<file path="config.mk">
export PLATFORM = sky130hd
export DESIGN_NAME = evt_timer_bank
export DESIGN_NICKNAME = d
export VERILOG_FILES = /design/src/rtl/evt_timer_pkg.sv /design/src/rtl/evt_timer_chan.sv /design/src/rtl/evt_timer_irq.sv /design/src/rtl/evt_timer_bank.sv
export SDC_FILE = /design/constraint.sdc
export NUM_CORES = 1
export LEC_CHECK = 0
export BUFFER_PORTS_ARGS = -buffer_cell sky130_fd_sc_hd__buf_2
export CAP_MARGIN = 15
export CORE_UTILIZATION = 45
export CTS_CLUSTER_DIAMETER = 100
export DETAILED_ROUTE_END_ITERATION = 10
export SLEW_MARGIN = 10
export SYNTH_ARGS = -nofsm -noshare
export SYNTH_HDL_FRONTEND = slang
export SYNTH_SLANG_ARGS = --single-unit
</file>
<file path="constraint.sdc">
create_clock -name clk -period 5.5 [get_ports clk]
set_clock_uncertainty 0.1 [all_clocks]
set_input_delay 1.1 -clock clk [delete_from_list [all_inputs] [get_ports clk]]
set_output_delay 1.1 -clock clk [all_outputs]
set_load 0.01 [all_outputs]
</file>
<file path="src/rtl/evt_timer_pkg.sv">
package evt_timer_pkg;

   // Control field of one channel; bit order is software visible.
   typedef struct packed {
      logic reload;   // bit 2
      logic upd;      // bit 1
      logic run;      // bit 0
   } ctl_t;

   localparam int SLOT_W      = 3;
   localparam logic [SLOT_W-1:0] SLOT_CNT_BUF = 3'd0;
   localparam logic [SLOT_W-1:0] SLOT_CMP_BUF = 3'd1;
   localparam logic [SLOT_W-1:0] SLOT_CTL     = 3'd2;
   localparam logic [SLOT_W-1:0] SLOT_CNT_WRK = 3'd3;
   localparam logic [SLOT_W-1:0] SLOT_CMP_WRK = 3'd4;

endpackage

</file>
<file path="src/rtl/evt_timer_chan.sv">
module evt_timer_chan
   import evt_timer_pkg::*;
#(
   parameter int CNT_W   = 16,
   parameter bit HAS_CMP = 1'b1
) (
   input  logic             clk,
   input  logic             rst_n,
   input  logic             tick,
   input  logic             wr_cnt,
   input  logic             wr_cmp,
   input  logic             wr_ctl,
   input  logic [CNT_W-1:0] wval,
   output logic [CNT_W-1:0] cnt_buf,
   output logic [CNT_W-1:0] cmp_buf,
   output ctl_t             ctl,
   output logic [CNT_W-1:0] cnt_work,
   output logic [CNT_W-1:0] cmp_work,
   output logic             zero_evt
);

   logic counting;
   logic do_load;
   ctl_t wctl;

   assign wctl     = ctl_t'(wval[2:0]);
   assign counting = ctl.run && !ctl.upd && tick;
   assign zero_evt = counting && (cnt_work == '0);
   assign do_load  = ctl.upd || (zero_evt && ctl.reload);

   always_ff @(posedge clk or negedge rst_n) begin
      if (!rst_n) begin
         cnt_buf <= '0;
      end else if (wr_cnt) begin
         cnt_buf <= wval;
      end
   end

   always_ff @(posedge clk or negedge rst_n) begin
      if (!rst_n) begin
         ctl <= '0;
      end else if (wr_ctl) begin
         ctl <= wctl;
      end else if (zero_evt && !ctl.reload) begin
         ctl.run <= 1'b0;
      end
   end

   always_ff @(posedge clk or negedge rst_n) begin
      if (!rst_n) begin
         cnt_work <= '0;
      end else if (do_load) begin
         cnt_work <= cnt_buf;
      end else if (counting && !zero_evt) begin
         cnt_work <= cnt_work - 1'b1;
      end
   end

   generate
      if (HAS_CMP) begin : g_cmp
         always_ff @(posedge clk or negedge rst_n) begin
            if (!rst_n) begin
               cmp_buf  <= '0;
               cmp_work <= '0;
            end else begin
               if (wr_cmp)  cmp_buf  <= wval;
               if (do_load) cmp_work <= cmp_buf;
            end
         end
      end else begin : g_no_cmp
         logic unused_cmp;
         assign unused_cmp = wr_cmp;
         assign cmp_buf    = '0;
         assign cmp_work   = '0;
      end
   endgenerate

   assert_upd_load_R3: assert property (@(posedge clk) disable iff (!rst_n)
      ctl.upd |=> (cnt_work == $past(cnt_buf)));

   assert_dec_one_R4: assert property (@(posedge clk) disable iff (!rst_n)
      (tick && ctl.run && !ctl.upd && cnt_work != '0) |=> (cnt_work == $past(cnt_work) - 1'b1));

   assert_hold_no_tick_R4: assert property (@(posedge clk) disable iff (!rst_n)
      (!tick && !ctl.upd) |=> $stable(cnt_work));

   assert_oneshot_stop_R6: assert property (@(posedge clk) disable iff (!rst_n)
      (zero_evt && !ctl.reload && !wr_ctl) |=> (!ctl.run && cnt_work == '0));

   assert_wrap_reload_R5: assert property (@(posedge clk) disable iff (!rst_n)
      (zero_evt && ctl.reload) |=> (cnt_work == $past(cnt_buf)));

endmodule

</file>
<file path="src/rtl/evt_timer_irq.sv">
module evt_timer_irq #(
   parameter int NUM_CH = 5
) (
   input  logic              clk,
   input  logic              rst_n,
   input  logic              wr,
   input  logic [NUM_CH-1:0] wr_en_bits,
   input  logic [NUM_CH-1:0] wr_clr_bits,
   input  logic [NUM_CH-1:0] evt,
   output logic [NUM_CH-1:0] en,
   output logic [NUM_CH-1:0] pend,
   output logic              irq
);

   logic [NUM_CH-1:0] clr_eff;

   assign clr_eff = wr ? wr_clr_bits : '0;

   always_ff @(posedge clk or negedge rst_n) begin
      if (!rst_n) begin
         en   <= '0;
         pend <= '0;
      end else begin
         if (wr) en <= wr_en_bits;
         pend <= (pend & ~clr_eff) | evt;
      end
   end

   assign irq = |(en & pend);

   assert_pend_hold_R9: assert property (@(posedge clk) disable iff (!rst_n)
      (|pend) |=> ((($past(pend) & ~$past(clr_eff)) & ~pend) == '0));

   assert_pend_set_R9: assert property (@(posedge clk) disable iff (!rst_n)
      (|evt) |=> ((pend & $past(evt)) == $past(evt)));

   assert_irq_gated_R10: assert property (@(posedge clk) disable iff (!rst_n)
      (en == '0) |-> !irq);

endmodule

</file>
<file path="src/rtl/evt_timer_bank.sv">
module evt_timer_bank
   import evt_timer_pkg::*;
#(
   parameter int NUM_CH  = 5,
   parameter int CNT_W   = 16,
   parameter int ADDR_W  = 6,
   parameter bit HAS_CMP = 1'b1
) (
   input  logic              clk,
   input  logic              rst_n,
   input  logic              tick,
   input  logic              wr_en,
   input  logic [ADDR_W-1:0] addr,
   input  logic [CNT_W-1:0]  wdata,
   output logic [CNT_W-1:0]  rdata,
   output logic              irq
);

   localparam int CH_AW = ADDR_W - SLOT_W;
   localparam int IRQ_A = NUM_CH * 8;

   generate
      if (NUM_CH < 1 || 2 * NUM_CH > CNT_W) begin : g_bad_width
         $error("NUM_CH must be at least 1 and fit twice into CNT_W");
      end
      if (IRQ_A >= (1 << ADDR_W)) begin : g_bad_addr
         $error("ADDR_W too small for the register map");
      end
      if (CNT_W < 3) begin : g_bad_cnt
         $error("CNT_W must hold the control field");
      end
   endgenerate

   logic [CH_AW-1:0]  a_ch;
   logic [SLOT_W-1:0] a_slot;
   logic              irq_hit;

   assign a_ch    = addr[ADDR_W-1:SLOT_W];
   assign a_slot  = addr[SLOT_W-1:0];
   assign irq_hit = (addr == ADDR_W'(IRQ_A));

   logic [NUM_CH-1:0][CNT_W-1:0] cnt_buf_a, cmp_buf_a, cnt_work_a, cmp_work_a;
   ctl_t [NUM_CH-1:0]            ctl_a;
   logic [NUM_CH-1:0]            evt_a;
   logic [NUM_CH-1:0]            en_v, pend_v;

   generate
      for (genvar c = 0; c < NUM_CH; c++) begin : g_ch
         logic hit;
         assign hit = wr_en && (a_ch == CH_AW'(c));

         evt_timer_chan #(
            .CNT_W   (CNT_W),
            .HAS_CMP (HAS_CMP)
         ) u_chan (
            .clk      (clk),
            .rst_n    (rst_n),
            .tick     (tick),
            .wr_cnt   (hit && a_slot == SLOT_CNT_BUF),
            .wr_cmp   (hit && a_slot == SLOT_CMP_BUF),
            .wr_ctl   (hit && a_slot == SLOT_CTL),
            .wval     (wdata),
            .cnt_buf  (cnt_buf_a[c]),
            .cmp_buf  (cmp_buf_a[c]),
            .ctl      (ctl_a[c]),
            .cnt_work (cnt_work_a[c]),
            .cmp_work (cmp_work_a[c]),
            .zero_evt (evt_a[c])
         );
      end
   endgenerate

   evt_timer_irq #(
      .NUM_CH (NUM_CH)
   ) u_irq (
      .clk         (clk),
      .rst_n       (rst_n),
      .wr          (wr_en && irq_hit),
      .wr_en_bits  (wdata[NUM_CH-1:0]),
      .wr_clr_bits (wdata[2*NUM_CH-1:NUM_CH]),
      .evt         (evt_a),
      .en          (en_v),
      .pend        (pend_v),
      .irq         (irq)
   );

   always_comb begin
      rdata = '0;
      if (irq_hit) begin
         rdata[2*NUM_CH-1:0] = {pend_v, en_v};
      end else begin
         for (int c = 0; c < NUM_CH; c++) begin
            if (a_ch == CH_AW'(c)) begin
               case (a_slot)
                  SLOT_CNT_BUF: rdata = cnt_buf_a[c];
                  SLOT_CMP_BUF: rdata = cmp_buf_a[c];
                  SLOT_CTL:     rdata[2:0] = ctl_a[c];
                  SLOT_CNT_WRK: rdata = cnt_work_a[c];
                  SLOT_CMP_WRK: rdata = cmp_work_a[c];
                  default:      rdata = '0;
               endcase
            end
         end
      end
   end

   assert_unmapped_zero_R11: assert property (@(posedge clk) disable iff (!rst_n)
      (!irq_hit && a_slot > SLOT_CMP_WRK) |-> (rdata == '0));

   assert_reset_quiet_R1: assert property (@(posedge clk)
      $rose(rst_n) |-> (!irq && evt_a == '0));

endmodule

</file>
# [Word-level counts from Yosys, hierarchy flattened]
# Cells that the tools add are included.
# W data, S select, Z words.
[classes] reduce_logical=89 bitwise_logic=4 eq_ne=9 addsub=5 n_mux=39
[ops] op="$pmux W13 S5" n=4
[ops] op="$mux W16" n=16
[ops] op="$logic_not A16 Y1" n=5
[ops] op="$sub A16 B1 Y16 const B" n=5
[ops] op="$pmux W3 S5" n=5
[ops] op="$pmux W13 S4" n=1
[ops] op="$logic_and A1 B1 Y1" n=51
[ops] op="$reduce_bool A2 Y1" n=10
[ops] op="$logic_not A1 Y1" n=15
[ops] op="$eq A3 B2 Y1 const B" n=4
[ops] op="$and A5 B5 Y5" n=2
[ops] op="$mux W1" n=10
[ops] op="$mux W10" n=1
[ops] op="$eq A3 B1 Y1 const B" n=2
[ops] op="$eq A3 B3 Y1 const B" n=2
[ops] op="$eq A6 B6 Y1 const B" n=1
[ops] op="$logic_not A3 Y1" n=2
[ops] op="$mux W6" n=1
[ops] op="$logic_or A1 B1 Y1" n=5
[ops] op="$mux W5" n=1
[ops] op="$not A5 Y5" n=1
[ops] op="$or A5 B5 Y5" n=1
[ops] op="$reduce_or A5 Y1" n=1
[totals] input_bits=26 register_bits=345 wordCells=183 output_inout_bits=17

# [Longest topological paths before layout]
# Gate-level depths: netlist (run 1).
[logic_depth] ltp_word=13 mapped_depth=11 ltp_nobuf=7

# [Modules after synthesis]
# A second synthesis (run 1) with hierarchy kept.
[hier_totals] cells_unflattened=1778 area_unflattened_um2=18250.0
[modules_own_cells] module="evt_timer_chan" area_per_inst_um2=2971.6 cells_per_inst=262 n_inst=5 seq_area_each_um2=1676.6
[modules_own_cells] module="evt_timer_bank" area_per_inst_um2=2977.9 cells_per_inst=439 n_inst=1 seq_area_each_um2=0.0
[modules_own_cells] module="evt_timer_irq" area_per_inst_um2=414.1 cells_per_inst=29 n_inst=1 seq_area_each_um2=250.2

# [Worst setup path after synthesis (run 1)]
# Ideal clock, no wire load.
[synth_timing] path_kind="in2out" from="input addr[0]" to="output rdata[2]" path_slack_ns=1.380 t_arrival_ns=2.920 path_stages=8 cell_sequence="clkbuf_1 nor3b_2 clkbuf_1 buf_1 a22oi_1 o211ai_1 nand4_1 a32oi_1"
[synth_via] elab_chain_len=9 elab_cells_between_ends=18
[synth_rtl] item="start, declared" line="evt_timer_bank.sv:13" rtl="input logic [ADDR_W-1:0] addr,"
[synth_rtl] item="$eq A3 B3 Y1, or another cell as far along" line="evt_timer_bank.sv:94" rtl="case (a_slot)"
[synth_rtl] item="$pmux W3 S5" line="evt_timer_bank.sv:94"
[synth_rtl] item="$mux W16 (2 in a row)" line="evt_timer_bank.sv:93" rtl="if (a_ch == CH_AW'(c)) begin"
[synth_rtl] item="$mux W16" line="evt_timer_bank.sv:89" rtl="if (irq_hit) begin"
[synth_rtl] item="$mux W16 (3 in a row)" line="evt_timer_bank.sv:93"
[synth_rtl] item="$mux W10 *" line="evt_timer_bank.sv:89"
[synth_rtl] item="end, declared" line="evt_timer_bank.sv:15" rtl="output logic [CNT_W-1:0] rdata,"
# Every way passes the cells marked *; elsewhere a longest branch is shown, timed or not. The select of a mux whose other input is x is not followed.

# [Worst setup path in the final report (run 1)]
[layout_timing] from="input addr[1]" to="output rdata[12]"
[layout_via] elab_chain_len=13 elab_cells_between_ends=18
[layout_rtl] item="$eq A3 B3 Y1, or another cell as far along" line="evt_timer_bank.sv:94"
[layout_rtl] item="$pmux W13 S4" line="evt_timer_bank.sv:94"
[layout_rtl] item="$mux W16" line="evt_timer_bank.sv:93"
[layout_rtl] item="$pmux W13 S5" line="evt_timer_bank.sv:94"
[layout_rtl] item="$mux W16" line="evt_timer_bank.sv:93"
[layout_rtl] item="$mux W16" line="evt_timer_bank.sv:89"
[layout_rtl] item="$pmux W13 S5" line="evt_timer_bank.sv:94"
[layout_rtl] item="$mux W16" line="evt_timer_bank.sv:93"
[layout_rtl] item="$pmux W13 S5" line="evt_timer_bank.sv:94"
[layout_rtl] item="$mux W16" line="evt_timer_bank.sv:93"
[layout_rtl] item="$pmux W13 S5" line="evt_timer_bank.sv:94"
[layout_rtl] item="$mux W16" line="evt_timer_bank.sv:93"
[layout_rtl] item="$mux W6 *" line="evt_timer_bank.sv:89"
# Marks and branches as above.

==> results of run 1 <==
## placed cells by master, fill, tap and decap left out, drive strengths merged, types with 23 or more instances in the layout
| master | n |
|---|---|
| dfrtp | 345 |
| nand2 | 300 |
| mux2 | 168 |
| o21ai | 108 |
| a22oi | 107 |
| buf | 88 |
| a21oi | 77 |
| clkbuf | 57 |
| nor2 | 50 |
| nand3 | 50 |
| nor3 | 39 |
| o211ai | 35 |
| inv | 34 |
| a221o | 23 |
## cell families after synthesis
kind of cell | share of synthesized area
AOI/OAI and AO/OA | 0.186
xor gates and xnor gates | 0.00402
adders and majority gates | 0.00359
buffers and inverters | 0.0387
DFF | 0.495
muxes | 0.119
and+or+nand+nor | 0.154
## synthesized netlist by cell type (10+ instances only)
library cell	n	share of area
a22o_1	11	0.0055
or3_1	18	0.0065
nor4_1	19	0.0068
nand3b_1	10	0.0043
nand3_1	50	0.014
a221o_1	23	0.013
mux2i_1	19	0.011
a22oi_1	107	0.046
o311ai_0	17	0.0085
o21ai_0	106	0.030
buf_2	24	0.0069
a221oi_1	12	0.0060
nor2_1	50	0.011
a21oi_1	77	0.022
mux2_2	168	0.11
buf_1	19	0.0041
inv_1	34	0.0073
dfrtp_1	345	0.49
a31oi_1	10	0.0036
clkbuf_1	86	0.018
nand2_1	300	0.065
o211ai_1	34	0.015
nor3_1	38	0.011
or4_1	18	0.0077
## worst min-delay path, stage by stage, from the launching register on
cell     delay [ns]
dfrtp_1        0.34
nand2_1        0.05
nand2_1        0.05
## through the flow
| step | instance area (µm²) | util | setup WS [ns] |
|---|---|---|---|
| floorplan | 17400 | - | 1.38 |
| global placement | 18200 | 0.479 | 0.702 |
| detailed placement | 18200 | 0.480 | 0.659 |
| CTS | 19500 | 0.515 | 0.666 |
| global route | 19500 | 0.515 | 0.499 |
| finish | 19500 | 0.515 | 0.464 |
## layer usage
layer  wire [µm]  vias to the layer above
met5           0                        -
li1            -                     6457
met1       25100                     7308
met3        4460                      109
met4        2040                        0
met2       25700                      607
## area by class of cell
class / count / area [µm²] / share of cell area
Tap cell: 511 / 639 / 0.0327
Clock inverter: 11 / 155 / 0.00794
Clock buffer: 57 / 1190 / 0.0607
Inverter: 34 / 128 / 0.00653
Timing Repair Buffer: 88 / 623 / 0.0319
Multi-Input combinational cell: 1236 / 8170 / 0.418
Antenna cell: 1 / 2.50 / 0.000128
Sequential cell: 345 / 8630 / 0.442
## power by group
group	switching, mW	internal (mW)	total (mW)	leakage [nW]
sequential	0.733	3.14	3.87	4.60
combinational	1.26	0.882	2.14	3.42
clock	1.06	1.68	2.73	0.668
total	3.05	5.70	8.75	8.69
## sequential cells by signal, indices dropped and copies added, names as in the netlist
signal / flops
g_ch.u_chan.cmp_buf: 80
g_ch.u_chan.ctl: 15
u_irq.en: 5
g_ch.u_chan.cnt_work: 80
u_irq.pend: 5
g_ch.u_chan.cmp_work: 80
g_ch.u_chan.cnt_buf: 80
## final timing paths
kind | slack [ns] | cells past startpoint | to | start
max | 0.46 | 8 | rdata[12] | addr[1]
min reg2reg | 0.37 | 2 | g_ch[3].u_chan.cmp_work[15] | g_ch[3].u_chan.cmp_work[15]
max reg2reg | 2.04 | 7 | g_ch[0].u_chan.cmp_work[9] | g_ch[0].u_chan.cnt_work[0]
min in group asynchronous | 0.47 | 1 | g_ch[0].u_chan.cmp_work[14] | rst_n
min | 0.37 | 2 | g_ch[3].u_chan.cmp_work[15] | g_ch[3].u_chan.cmp_work[15]
max in group asynchronous | 3.64 | 2 | g_ch[3].u_chan.cmp_work[10] | rst_n
==> metrics.txt, run 1 <==
relative slew slack 0.286; Routed Antenna Nets 0; fillcell total 3,422; CTS clk-pin slew, worst paths 0.05 ns; hpwl dp 39.7 mm; Final Hold Viols 0; port bufs 42; Worst Max-Slew Pin Slew 1.07 ns; worst path bufs/invs 3; Yosys warnings 0; DR vias/cell 6.34; core area 37,900 µm²; placed cell count 2,214; critical path fanouts, max 33; Netlist cell types 74; IO Count 43; largest net degree at the start of global routing 90; met2 usage 0.451; Slowest Stage Delay on Critical Path 0.66 ns; CTS tree yes; Hold Crit Class register to register; RSZ-0062 raised after global routing no; post_cts resized 0; setup violators final 0; die area 39,600 µm²; PD cells 448 nW/µm²; peak-usage layer in the global routing report met2; slowest CP cell nor4_1; initial core utilization 0.460; arrival time at the worst endpoint 3.84 ns; Clock Tree Root clkbuf_16; CTS H-tree lvls 2; met3 Usage GRT 0.0563; M1 GR Usage 0.419; Wirelength per Cell 25.1 µm; Skew-Pair Late Insertion Delay 0.56 ns; clk buf depth 3; post-synthesis cell count 1,748; Vias 14,481; #FFs+latches synth 345; Max VDD drop 0.232 mV; ys flop type dfrtp_1; worst setup path class input port to output pin; Layout area overhead 12.0%; Max-Cap Viols 0; die height 199 µm; CTS Buf Count 39; post-route insts no fill 2,283; GPL Wtd Cong 0.964; worst endpoint required time 4.30 ns; Post-CTS Setup Repair Bufs 0; leakage 8.69 nW; Post-synth EDFFs 0; layout cell share with drive strength beyond 1 0.192; cell repeated most along the worst path buf_2; hold slack final 0.366 ns; global-route wire length before repair 87.4 mm; drt pass-1 iters 6; sequential-to-total area share from yosys stat 0.495; status finished clean; vias in the first global route 13,695; Hold-fix buffers, CTS 0; Total GRT Usage 0.296; WL final 57.3 mm; max-slew violation count 0; Period minus WS final 5.04 ns; grt ovf 0; max frequency 199 MHz; Final Power 8.75 mW; DR iter-0 viols 1,365; DRC errors left 0; DIE WIDTH 199 µm; fin nets 1,775; Syn Area/Cell 9.98 µm²; CTS sink count 345; crit path launch type input port; Rows 71; worst path cell trace buf_2, and3b_2, buf_4, a22oi_1, a21oi_1, nor4_1, o21ai_0, buf_2; period utilization 0.916; synthesized cell area 17,400 µm²; delay-heaviest family, CP simple AND/OR/NAND/NOR gates; Mapped Nets 1,779; Critical Path Sink Type output pin; asr flop ratio synth 1.00; Setup TNS 0 ns; initial antenna violation count 2
(Power assumes the default switching activity.)
==> run 2: changes to the inputs <==
--- a/config.mk
+++ b/config.mk
@@ -10,6 +10,7 @@
 export CORE_UTILIZATION = 45
 export CTS_CLUSTER_DIAMETER = 100
 export DETAILED_ROUTE_END_ITERATION = 10
+export RECOVER_POWER = 50
 export SLEW_MARGIN = 10
 export SYNTH_ARGS = -nofsm -noshare
 export SYNTH_HDL_FRONTEND = slang
==> run 2 against run 1 <==
Effect of this change: the flow now finishes with violations (max-capacitance violations, max-slew violations); wire length is essentially flat; clock-buffer cell count unchanged; sequential share of layout area up 0.12 points; cell area fell by 0.27%; global-route usage did not move; hold slack about the same.
==> metrics.txt, run 2 (synthesized netlist as in run 1, its figures left out) <==
status finished with violations; failing checks max-capacitance violations, max-slew violations; Max-Cap Viols 4; delay-heaviest family, CP simple AND/OR/NAND/NOR gates; Slowest Stage Delay on Critical Path 0.79 ns; PD cells 448 nW/µm²; post_cts resized 0; Skew-Pair Late Insertion Delay 0.56 ns; arrival time at the worst endpoint 3.75 ns; initial core utilization 0.460; worst path cell trace buf_2, nor3_4, buf_4, a22oi_1, a21oi_1, nor3_1, a21oi_1, buf_2; core area 37,900 µm²; Worst Max-Slew Pin Slew 2.39 ns; IO Count 43; fillcell total 3,430; final instance area 19,500 µm²; worst endpoint required time 4.30 ns; hold path start g_ch[3].u_chan.cmp_work[13]; leakage 8.67 nW; largest net degree at the start of global routing 90; vias in the first global route 13,695; CTS Buf Count 39; Clock Tree Root clkbuf_16; Routed Antenna Nets 0; Final Hold Viols 0; Final Power 8.74 mW; Seq. cell area 8630 µm²; Post-CTS Setup Repair Bufs 0; RSZ-0062 raised after global routing no; hold slack final 0.367 ns; critical path fanouts, max 25; initial antenna violation count 2; crit path launch type input port; drt pass-1 iters 5; grt ovf 0; CTS sink count 345; DIE WIDTH 199 µm; CTS H-tree lvls 2; most frequent cells in the layout dfrtp_1 (345), nand2_1 (300), mux2_2 (168), a22oi_1 (107), o21ai_0 (106); worst r2r src g_ch[0].u_chan.cnt_work[0]; layout cell share with drive strength beyond 1 0.191; max frequency 202 MHz; fin nets 1,775; Placed Area 18,200 µm²; n_diodes 0; GPL Wtd Cong 0.964; worst path bufs/invs 3; Max VDD drop 0.235 mV; hpwl dp 39.7 mm; Critical Path Sink Type output pin; max-slew violation count 300; most common cell after layout, fill and taps aside dfrtp_1; setup violators final 0; global-route wire length before repair 87.4 mm; DRC errors left 0; CTS clk-pin slew, worst paths 0.06 ns; Rows 71; DR vias/cell 6.31; DR iter-0 viols 1,358; Wirelength per Cell 25.1 µm; die height 199 µm; port bufs 42; WL final 57.3 mm; worst setup path class input port to output pin; Layout area overhead 11.7%; multi-input logic area 8170 µm²; Hold Crit Class register to register; relative slew slack -0.595; crit path launch addr[1]; Setup TNS 0 ns; period utilization 0.901; Total GRT Usage 0.296; Vias 14,401; clk buf depth 3; Hold-fix buffers, CTS 0; die area 39,600 µm²; slowest CP cell nor3_4; CTS tree yes; Period minus WS final 4.95 ns
## run 2: cell type report
type	count	share of cell area
clock buffer	57	0.0609
clock inverter	11	0.00796
inverter	34	0.00655
multi-input combinational	1236	0.419
sequential	345	0.443
tap	511	0.0328
timing repair buffer	88	0.0294
## run 2: path summary, 6_finish.rpt
path	endpoint	slack, ns	depth (start not counted)
max reg2reg	g_ch[0].u_chan.cmp_work[6]	2.01	7
max in group asynchronous	g_ch[1].u_chan.ctl[2]	0.97	2
max	rdata[4]	0.55	8
min	g_ch[3].u_chan.cmp_work[13]	0.37	2
min in group asynchronous	g_ch[0].u_chan.cmp_work[14]	1.17	1
min reg2reg	g_ch[3].u_chan.cmp_work[13]	0.37	2
## run 2: stage by stage
| stage | util | setup slack, ns | instances |
|---|---|---|---|
| 2_1_floorplan | - | 1.38 | 1748 |
| 3_3_place_gp | 0.479 | 0.702 | 2213 |
| 3_5_place_dp | 0.480 | 0.659 | 2214 |
| 4_1_cts | 0.515 | 0.666 | 2282 |
| 5_1_grt | 0.514 | 0.266 | 2282 |
| 6_report | 0.514 | 0.547 | 2282 |
## run 2: power by group
part	switching, mW	leakage [nW]	internal [mW]	total (mW)
combinational	1.26	3.40	0.878	2.13
clock	1.06	0.668	1.68	2.73
sequential	0.730	4.60	3.14	3.87
## run 2: worst reg2reg max path, stage by stage, from the launching register on
cell and delay [ns]:
dfrtp_1 0.45, inv_1 0.09, ha_1 0.18, nor3b_1 0.64
and4b_1 0.49, a41o_1 0.65, buf_4 0.40, mux2_2 0.38
## run 2: routing by layer
metal	GRT usage	part of all wire	vias to the layer above
met2	0.451	0.45	586
met3	0.0563	0.077	99
li1	-	-	6452
met4	0.107	0.035	0
met5	0	0	-
met1	0.419	0.44	7264
